## config.mk

```make
export PLATFORM = sky130hd
export DESIGN_NAME = wdog_paired_clear
export DESIGN_NICKNAME = d
export VERILOG_FILES = /design/src/rtl/wdog_pkg.sv /design/src/rtl/wdog_sel_reg.sv /design/src/rtl/wdog_prescaler.sv /design/src/rtl/wdog_clear_qual.sv /design/src/rtl/wdog_core.sv /design/src/rtl/wdog_paired_clear.sv
export SDC_FILE = /design/constraint.sdc
export NUM_CORES = 1
export LEC_CHECK = 0
export BUFFER_PORTS_ARGS = -buffer_cell sky130_fd_sc_hd__buf_2
export CAP_MARGIN = 20
export CORE_ASPECT_RATIO = 1.5
export CORE_MARGIN = 2
export CORE_UTILIZATION = 55
export DETAILED_ROUTE_END_ITERATION = 12
export GPL_ROUTABILITY_DRIVEN = 0
export PLACE_DENSITY_LB_ADDON = 0.2
export SYNTH_ARGS = -nofsm -noshare
export SYNTH_HDL_FRONTEND = slang
export SYNTH_SLANG_ARGS = --single-unit
export TNS_END_PERCENT = 50
```

## constraint.sdc

```tcl
create_clock -name clk -period 4.5 [get_ports clk]
set_input_delay 0.225 -clock clk [delete_from_list [all_inputs] [get_ports clk]]
set_output_delay 0.225 -clock clk [all_outputs]
set_load 0.01 [all_outputs]
```

## src/rtl/wdog_pkg.sv

```systemverilog
package wdog_pkg;

    localparam int WD_CNT_W = 8;
    localparam int WD_SEL_W = 3;
    localparam int WD_REG_W = 8;

    typedef enum logic {
        CLR_SINGLE = 1'b0,
        CLR_PAIRED = 1'b1
    } wd_clr_mode_e;

    typedef enum logic [1:0] {
        WD_EV_NONE = 2'd0,
        WD_EV_CHIP = 2'd1,
        WD_EV_WARM = 2'd2
    } wd_event_e;

    typedef struct packed {
        logic single;
        logic part_a;
        logic part_b;
        logic halt;
    } wd_cmd_t;

    // Prescaler stages needed for the largest ratio a select field can pick.
    function automatic int wd_pre_bits(input int sel_w);
        return (1 << sel_w) - 1;
    endfunction

endpackage

```

## src/rtl/wdog_sel_reg.sv

```systemverilog
module wdog_sel_reg #(
    parameter int REG_W = 8,
    parameter int SEL_W = 3
) (
    input  logic             clk,
    input  logic             rst,
    input  logic             we,
    input  logic [REG_W-1:0] wdata,
    output logic [REG_W-1:0] rdata,
    output logic [SEL_W-1:0] sel
);
    logic [REG_W-1:0] store_q;

    always_ff @(posedge clk) begin
        if (rst) begin
            store_q <= '0;
        end else if (we) begin
            store_q <= wdata;
        end
    end

    assign rdata = store_q;
    // Only the low field steers the prescaler; the rest is software storage.
    assign sel   = store_q[SEL_W-1:0];
endmodule

```

## src/rtl/wdog_prescaler.sv

```systemverilog
module wdog_prescaler #(
    parameter int SEL_W = 3,
    parameter int PRE_W = 7
) (
    input  logic             clk,
    input  logic             rst,
    input  logic             restart,
    input  logic             tick_en,
    input  logic [SEL_W-1:0] sel,
    output logic             tick_o
);
    logic [PRE_W-1:0] pre_q;
    logic [PRE_W-1:0] mask;

    // Low 'sel' bits set: ratio 2^sel.
    assign mask   = ~({PRE_W{1'b1}} << sel);
    assign tick_o = tick_en && ((pre_q & mask) == mask);

    always_ff @(posedge clk) begin
        if (rst || restart) begin
            pre_q <= '0;
        end else if (tick_en) begin
            pre_q <= pre_q + 1'b1;
        end
    end
endmodule

```

## src/rtl/wdog_clear_qual.sv

```systemverilog
module wdog_clear_qual
    import wdog_pkg::*;
(
    input  logic         clk,
    input  logic         rst,
    input  wd_clr_mode_e mode,
    input  wd_cmd_t      cmd,
    input  logic         overflow,
    output logic         eff_clear,
    output logic         restart
);
    logic seen_a_q;
    logic seen_b_q;
    logic paired_done;

    assign paired_done = (seen_a_q || cmd.part_a) && (seen_b_q || cmd.part_b);

    always_comb begin
        unique case (mode)
            CLR_SINGLE: eff_clear = cmd.single;
            CLR_PAIRED: eff_clear = paired_done;
            default:    eff_clear = 1'b0;
        endcase
    end

    assign restart = eff_clear || cmd.halt;

    always_ff @(posedge clk) begin
        if (rst || restart || overflow || (mode == CLR_SINGLE)) begin
            seen_a_q <= 1'b0;
            seen_b_q <= 1'b0;
        end else begin
            seen_a_q <= seen_a_q || cmd.part_a;
            seen_b_q <= seen_b_q || cmd.part_b;
        end
    end
endmodule

```

## src/rtl/wdog_core.sv

```systemverilog
module wdog_core
    import wdog_pkg::*;
#(
    parameter int CNT_W = 8
) (
    input  logic clk,
    input  logic rst,
    input  logic restart,
    input  logic tick,
    input  logic halted,
    output logic overflow_o,
    output logic chip_req_o,
    output logic warm_req_o,
    output logic flag_o
);
    localparam logic [CNT_W-1:0] TERM = {CNT_W{1'b1}};

    logic [CNT_W-1:0] cnt_q;
    wd_event_e        ev_d;
    wd_event_e        ev_q;
    logic             flag_q;

    assign overflow_o = tick && (cnt_q == TERM) && !restart;

    always_comb begin
        if (!overflow_o)  ev_d = WD_EV_NONE;
        else if (halted)  ev_d = WD_EV_WARM;
        else              ev_d = WD_EV_CHIP;
    end

    always_ff @(posedge clk) begin
        if (rst) begin
            cnt_q  <= '0;
            ev_q   <= WD_EV_NONE;
            flag_q <= 1'b0;
        end else begin
            ev_q <= ev_d;
            if (restart) begin
                cnt_q  <= '0;
                flag_q <= 1'b0;
            end else if (tick) begin
                cnt_q <= overflow_o ? '0 : cnt_q + 1'b1;
                if (overflow_o) flag_q <= 1'b1;
            end
        end
    end

    assign chip_req_o = (ev_q == WD_EV_CHIP);
    assign warm_req_o = (ev_q == WD_EV_WARM);
    assign flag_o     = flag_q;
endmodule

```

## src/rtl/wdog_paired_clear.sv

```systemverilog
module wdog_paired_clear
    import wdog_pkg::*;
#(
    parameter int CNT_W = WD_CNT_W,
    parameter int SEL_W = WD_SEL_W,
    parameter int REG_W = WD_REG_W
) (
    input  logic             clk,
    input  logic             rst,
    input  logic             tick_en,
    input  logic             dual_clr_mode,
    input  logic             clr_single,
    input  logic             clr_a,
    input  logic             clr_b,
    input  logic             halt_enter,
    input  logic             halted,
    input  logic             sel_we,
    input  logic [REG_W-1:0] sel_wdata,
    output logic [REG_W-1:0] sel_rdata,
    output logic             chip_rst_req,
    output logic             warm_rst_req,
    output logic             timeout_flag
);
    localparam int PRE_W = wd_pre_bits(SEL_W);

    logic [SEL_W-1:0] sel;
    logic             pre_tick;
    logic             eff_clear;
    logic             restart;
    logic             overflow;
    wd_cmd_t          cmd;
    wd_clr_mode_e     mode;

    assign cmd  = '{single: clr_single, part_a: clr_a, part_b: clr_b, halt: halt_enter};
    assign mode = wd_clr_mode_e'(dual_clr_mode);

    wdog_sel_reg #(.REG_W(REG_W), .SEL_W(SEL_W)) u_sel (
        .clk(clk), .rst(rst), .we(sel_we), .wdata(sel_wdata),
        .rdata(sel_rdata), .sel(sel)
    );

    wdog_clear_qual u_qual (
        .clk(clk), .rst(rst), .mode(mode), .cmd(cmd), .overflow(overflow),
        .eff_clear(eff_clear), .restart(restart)
    );

    wdog_prescaler #(.SEL_W(SEL_W), .PRE_W(PRE_W)) u_pre (
        .clk(clk), .rst(rst), .restart(restart), .tick_en(tick_en),
        .sel(sel), .tick_o(pre_tick)
    );

    wdog_core #(.CNT_W(CNT_W)) u_core (
        .clk(clk), .rst(rst), .restart(restart), .tick(pre_tick),
        .halted(halted), .overflow_o(overflow), .chip_req_o(chip_rst_req),
        .warm_req_o(warm_rst_req), .flag_o(timeout_flag)
    );
endmodule

```

* Yosys cells after proc, flatten, opt, wreduce, memory -nomap -nowiden *
Index checks and enable logic that the tools add are counted.
Widths: inputs -> output; s select.

storage, ports and cells
  input bits = 18
  output and inout port bits = 11
  bits in registers = 28
  logic and storage cells = 35

cells by class
  equality and inequality tests = 4
  reduce and logical (&&, ||, !) cells = 14
  multiplexer cells = 3
  bitwise logic cells = 4
  $add $sub $neg = 2
  shift operators = 1

operators with widths
  operator             count
  $add 8x1->8 const B  1
  $eq 8x8->1 const B   1
  $mux 8               1
  $add 7x1->7 const B  1
  $and 7x7->7          1
  $eq 7x7->1           1
  $not 7->7            1
  $shl 7x3->7 const A  1
  $logic_or 1x1->1     6
  $logic_and 1x1->1    4
  $reduce_or 2->1      2
  $eq 2x1->1 const B   1
  $eq 2x2->1 const B   1
  $mux 2               1
  $not 1->1            2
  $pmux 1 s2           1
  $reduce_and 2->1     1
  $logic_not 1->1      1

* Depth between registers and ports, before layout *
  depth after elaboration = 9
  gate-level depth with buffers = 7

* By module *
Synthesis repeated with hierarchy kept, for this count alone.

unflattened totals
  cells, all modules = 133
  area total of the unflattened synthesis = 1249.9 um2

modules (own cells, without submodules)
  module           seq. area each (um2)  cells an instance  area each (um2)  times used
  wdog_core        220.2                 51                 499.2            1
  wdog_prescaler   140.1                 42                 346.6            1
  wdog_sel_reg     160.2                 29                 307.8            1
  wdog_clear_qual  40.0                  11                 96.3             1

* Worst setup path before layout *
No wires, ideal clock.

  path kind = register to register
  start point = register u_sel.store_q[1], in the netlist u_sel.rdata[1]
  end point = register u_core.cnt_q[3]
  path buffers = 1
  path slack = 2891 ps
  stages on the path, launching flop included = 8
  required time = 4430 ps
  arrival = 1539 ps
  period minus slack after synthesis = 1609 ps
  cell sequence = dfxtp_1 > a21boi_1 > o21ai_1 > and3_1 > buf_6 > nand2_4 > or4_1 > a21oi_1

on the way
  longest elaborated chain between the ends = 8

ends and longest elaborated chain
  item                             line                  RTL
  start: declaration               wdog_sel_reg.sv:12    logic [REG_W-1:0] store_q;
  start signal: assignment         wdog_sel_reg.sv:18    store_q <= wdata;
  $shl 7x3->7 (*)                  wdog_prescaler.sv:16  assign mask = ~({PRE_W{1'b1}} << sel);
  $not 7->7 (*)                    wdog_prescaler.sv:16
  $and 7x7->7                      wdog_prescaler.sv:17  assign tick_o = tick_en && ((pre_q & mask) == mask);
  $eq 7x7->1 (*)                   wdog_prescaler.sv:17
  $logic_and 1x1->1 (*)            wdog_prescaler.sv:17
  $logic_and 1x1->1 (2 in series)  wdog_core.sv:23       assign overflow_o = tick && (cnt_q == TERM) && !restart;
  $mux 8                           wdog_core.sv:42       cnt_q <= overflow_o ? '0 : cnt_q + 1'b1;
  end signal: assignment           wdog_core.sv:42
  end: declaration                 wdog_core.sv:18       logic [CNT_W-1:0] cnt_q;

Every way passes the cells marked *; elsewhere a longest branch is shown, timed or not.
A chain may end at the register's enable or synchronous reset.

* Worst setup path after layout *
  start point = register u_pre.pre_q[2]
  end point = register u_core.cnt_q[5]

on the way
  longest elaborated chain between the ends = 6

ends and longest elaborated chain
  item                             line                  RTL
  start: declaration               wdog_prescaler.sv:12  logic [PRE_W-1:0] pre_q;
  start signal: assignment         wdog_prescaler.sv:23  pre_q <= pre_q + 1'b1;
  $and 7x7->7 (*)                  wdog_prescaler.sv:17
  $eq 7x7->1 (*)                   wdog_prescaler.sv:17
  $logic_and 1x1->1 (*)            wdog_prescaler.sv:17
  $logic_and 1x1->1 (2 in series)  wdog_core.sv:23
  $mux 8                           wdog_core.sv:42

Marked as above.

==> results <==
- The flow ran to the end, and the final reports show no timing, DRC or antenna violations.
- The clock-pin slew on the worst setup and hold paths is 0.14 ns.
- The number of global-route vias before repair is between 900 and 1000.
- The number of clock sinks seen by CTS is 28.
- The required arrival time at the worst endpoint is 4.76 ns.
- The worst slew slack as a fraction of its limit is between 70 and 80%.
- In the final layout, the share of cells above drive strength 1 is 23.5%.
- The wire-length estimate of the detail-placed layout is 1.70 mm.
- The net switching fraction of the power is 21.3%.
- The number of vias per cell is 5.51.
- The post-synthesis async set-or-reset flop share is 0%.
- TritonCTS built the clock tree.
- For this run, the leading register cell type out of synthesis is sky130_fd_sc_hd__dfxtp_1.
- After routing the design area is 1420 um^2.
- Entering global routing, the biggest net connects 18 pins.
- Dividing the detail-routed wire length by the instance count gives 12.3 um.
- Once placement finished, the instance area stood at 1370 um^2.
- The worst setup path is captured at a flip-flop.
- The post-route clock skew is 0.00321 ns.
- The proportion of synthesized chip area in sequential cells is a little under half.
- The routed wire length is 2.28 mm.
- The number of enable-type register cells in the synthesized netlist is 0.
- For this configuration, the core starts out at a cell density of 56.4%.
- In this run the remaining antenna-violating nets after routing total 0.
- The cell internal power dissipation is roughly 360 uW.
- The insertion delay of the later-clocked pin in the worst-skew pair is 0.32 ns.
- After technology mapping, the gate count stands at roughly 140.
- The wire length of the first global-routing pass is 3.71 mm.
- The net count of the mapped netlist is 155.
- The clock network power share is 35.1%.
- The mean post-synth cell area is 9.11 um^2.
- The critical path starts at u_pre.pre_q[2].
- The achievable frequency is 562 MHz.
- The count of antenna diodes in the layout is 0.
- The routed via count is 1020.
- The global routing stage identified its most utilized layer as met2.
- Final hold analysis gives a worst-case slack of 0.0631 ns.
- The area of the core is 2180 um^2.
- The number of clock buffers added by TritonCTS is 3.
- The synthesized design contains 28 register bits.
- In the global route stage, overall resource usage came out at 18.2%.
- The met3 track utilization from global routing is ~2.3%.
- The number of buffer cells added on primary ports is 28.
- Setup violations remaining at the end of the flow were counted as 0.
- The number of hold-repair buffers added at the cts stage is 0.
- The critical path startpoint category is a flip-flop.
- The number of core rows is 21.
- Setup repair after global routing left no endpoint under its margin.
- The buffer levels on the longest clock path is 2.
- The fraction of post-synthesis cell area in the top cell type by area is 45.6%.
- Dividing total power by cell area gives a power density of approximately 320 nW/um^2.
- Summed over all nets, the switching power comes to 97.6 uW.
- VDD sags by at most 232 uV.
- For this run, design rule violations remaining after detail routing come to 0.
- In this run the worst path has a maximum fanout of 10.
- The quantity of gates resized following cts is 0.
- The relative area change from synthesis to final layout is 15.3%.
- Counting cells, the worst reg-to-reg path comes to 6.
- The first-pass iteration count of the detailed router is 4.
- Yosys printed 0 warnings.
- The die span in x is 42.6 um.
- The data arrival time of the worst path is 2.04 ns.
- Summing every instance area after synthesis gives between 1000 and 1500 um^2.
- The number of pins with negative max-slew slack in the final report is 0.
- Of the total power, combinational logic draws under 10%.
- The buffer type at the clock tree root is sky130_fd_sc_hd__clkbuf_4.
- The number of setup buffers added after CTS is 0.
- The floorplan step defined a die boundary enclosing 2640 um^2.
- The class of the most critical setup path is flip-flop to flip-flop.
- The number of antenna violations at the first check in global routing is 0.
- For this run, global-route usage on met1 was measured as 20.8%.
- The number of failing hold endpoints at the final stage is 0.
- The share of total power dissipated in sequential elements is 56.3%.
- In this run the critical register-to-register path is captured at u_core.cnt_q[5].
- Adding up every negative setup slack in the final design gives 0 ns.
- The worst path in the final design needs a cycle of 1.78 ns, including I/O delays and setup.
- The startpoint of the tightest hold check path is halted.
- For flop-to-flop paths, the worst setup slack is 2.72 ns.
- Summed over all instances, the cell type with the most area after synthesis is sky130_fd_sc_hd__dfxtp_1.
- The tightest min-delay check is of the input pin to flip-flop type.
- The number of primary I/O pins is 29.
- For this run the aggregate overflow at the end of global routing stands at 0.
- After layout, the worst path uses 39.5% of the clock period.
- Counting distinct cell types in the post-synthesis netlist gives 35.
- After synthesis, the cell types taking the most area are sky130_fd_sc_hd__dfxtp_1 (46%), sky130_fd_sc_hd__nor2_1 (7.9%), sky130_fd_sc_hd__mux2i_1 (7.3%).
- Following the worst setup path forward leads to its endpoint at u_core.cnt_q[5].
- The DRC violation total after the first TritonRoute iteration is 28.
- The die span in y is 61.9 um.
- The max-cap check violation count is 0.
- CTS built an H-tree with a depth of 1.
- Global routing used 33.2% of the available met2 tracks.
- The startpoint of the most critical register-to-register path is u_pre.pre_q[2].
- The final net count is 183.
- The total leakage power is 0.605 nW.
- For the pin with the worst max-slew slack, the measured transition is 0.420 ns.
## power groups by stage
stage | combinational (mW) | sequential (mW) | clock [mW]
detailed placement | 0.0397 | 0.263 | 0
finish | 0.0394 | 0.258 | 0.161
global route | 0.0439 | 0.259 | 0.173
global placement | 0.0386 | 0.263 | 0
CTS | 0.0397 | 0.258 | 0.167
floorplan | 0.0248 | 0.265 | 0
## synth_stat cells (2+ instances only)
master,instances
sky130_fd_sc_hd__dfxtp_1,28
sky130_fd_sc_hd__nor2_1,26
sky130_fd_sc_hd__mux2i_1,9
sky130_fd_sc_hd__nand2_1,8
sky130_fd_sc_hd__xor2_1,8
sky130_fd_sc_hd__o21ai_0,6
sky130_fd_sc_hd__nand3_1,5
sky130_fd_sc_hd__nand4_1,4
sky130_fd_sc_hd__a21oi_1,3
sky130_fd_sc_hd__and3_1,3
sky130_fd_sc_hd__clkbuf_1,3
sky130_fd_sc_hd__inv_1,3
sky130_fd_sc_hd__nor2b_1,3
sky130_fd_sc_hd__or4_1,3
sky130_fd_sc_hd__buf_6,2
sky130_fd_sc_hd__ha_1,2
## per-stage QoR
step / utilization [%] / worst slack [ns] / power [mW] / std cells
6_report: 65.0 / 2.72 / 0.459 / 185
3_5_place_dp: 62.6 / 2.77 / 0.303 / 181
4_1_cts: 65.0 / 2.72 / 0.465 / 185
3_3_place_gp: 62.6 / 2.81 / 0.302 / 181
2_1_floorplan: - / 2.89 / 0.290 / 135
5_1_grt: 65.0 / 2.60 / 0.476 / 185
## layer usage
| metal | up-vias | wire (um) |
|---|---|---|
| met5 | - | 0 |
| met4 | 0 | 38 |
| met3 | 6 | 93 |
| met2 | 30 | 1180 |
| met1 | 466 | 967 |
| li1 | 518 | - |
## flip-flops by register name, summed over array words and instances, names as in the netlist
register,cells
u_core.flag_o,1
u_qual.seen_a_q,1
u_sel.rdata,8
u_core.ev_q,2
u_pre.pre_q,7
u_qual.seen_b_q,1
u_core.cnt_q,8
## critical path, cell delays in order (launching register included)
cell	delay [ns]
sky130_fd_sc_hd__dfxtp_1	0.44
sky130_fd_sc_hd__nand2_1	0.08
sky130_fd_sc_hd__o21ai_1	0.12
sky130_fd_sc_hd__and3_1	0.29
sky130_fd_sc_hd__nand2_4	0.12
sky130_fd_sc_hd__or4_1	0.51
sky130_fd_sc_hd__a21oi_1	0.16
## how the worst min path moves through the flow
| stage | end | depth (start not counted) |
|---|---|---|
| final | u_core.ev_q[0] | 2 |
| after global routing | u_core.ev_q[0] | 2 |
| after CTS | u_core.ev_q[0] | 2 |
| after detailed placement | u_core.ev_q[0] | 2 |
| after global placement | u_core.ev_q[0] | 2 |
| after floorplan | u_core.ev_q[0] | 1 |
## layout by cell type (no fill, tap or decap), types with 2 or more instances in the layout
cell | synthesis | routed
sky130_fd_sc_hd__dfxtp_1 | 28 | 28
sky130_fd_sc_hd__nand4_1 | 4 | 4
sky130_fd_sc_hd__nand3_1 | 5 | 5
sky130_fd_sc_hd__nor2b_1 | 3 | 3
sky130_fd_sc_hd__and3_1 | 3 | 3
sky130_fd_sc_hd__o21ai_0 | 6 | 6
sky130_fd_sc_hd__inv_1 | 3 | 3
sky130_fd_sc_hd__nor2_1 | 26 | 26
sky130_fd_sc_hd__buf_2 | 0 | 28
sky130_fd_sc_hd__clkbuf_4 | 0 | 3
sky130_fd_sc_hd__xor2_1 | 8 | 8
sky130_fd_sc_hd__a21oi_1 | 3 | 3
sky130_fd_sc_hd__or4_1 | 3 | 3
sky130_fd_sc_hd__mux2i_1 | 9 | 9
sky130_fd_sc_hd__ha_1 | 2 | 2
sky130_fd_sc_hd__nand2_1 | 8 | 8
## kinds of logic after synthesis
group	count (synthesis)	share of synthesized area [%]
muxes	9	7.32
buffers and inverters	8	3.66
AOI/OAI and AO/OA	16	8.65
and+or+nand+nor	63	26.3
adders and majority gates	2	2.03
xor gates and xnor gates	9	6.41
DFF	28	45.6
## cell type report
cell class	instances	area, um^2
Clock buffer	3	22.5
Multi-Input combinational cell	99	624
Timing Repair Buffer	28	140
Sequential cell	28	561
Inverter	3	11.3
Clock inverter	1	30.0
Tap cell	23	28.8
Fill cell	206	763
No activity file was read; power rests on OpenSTA's default activity.
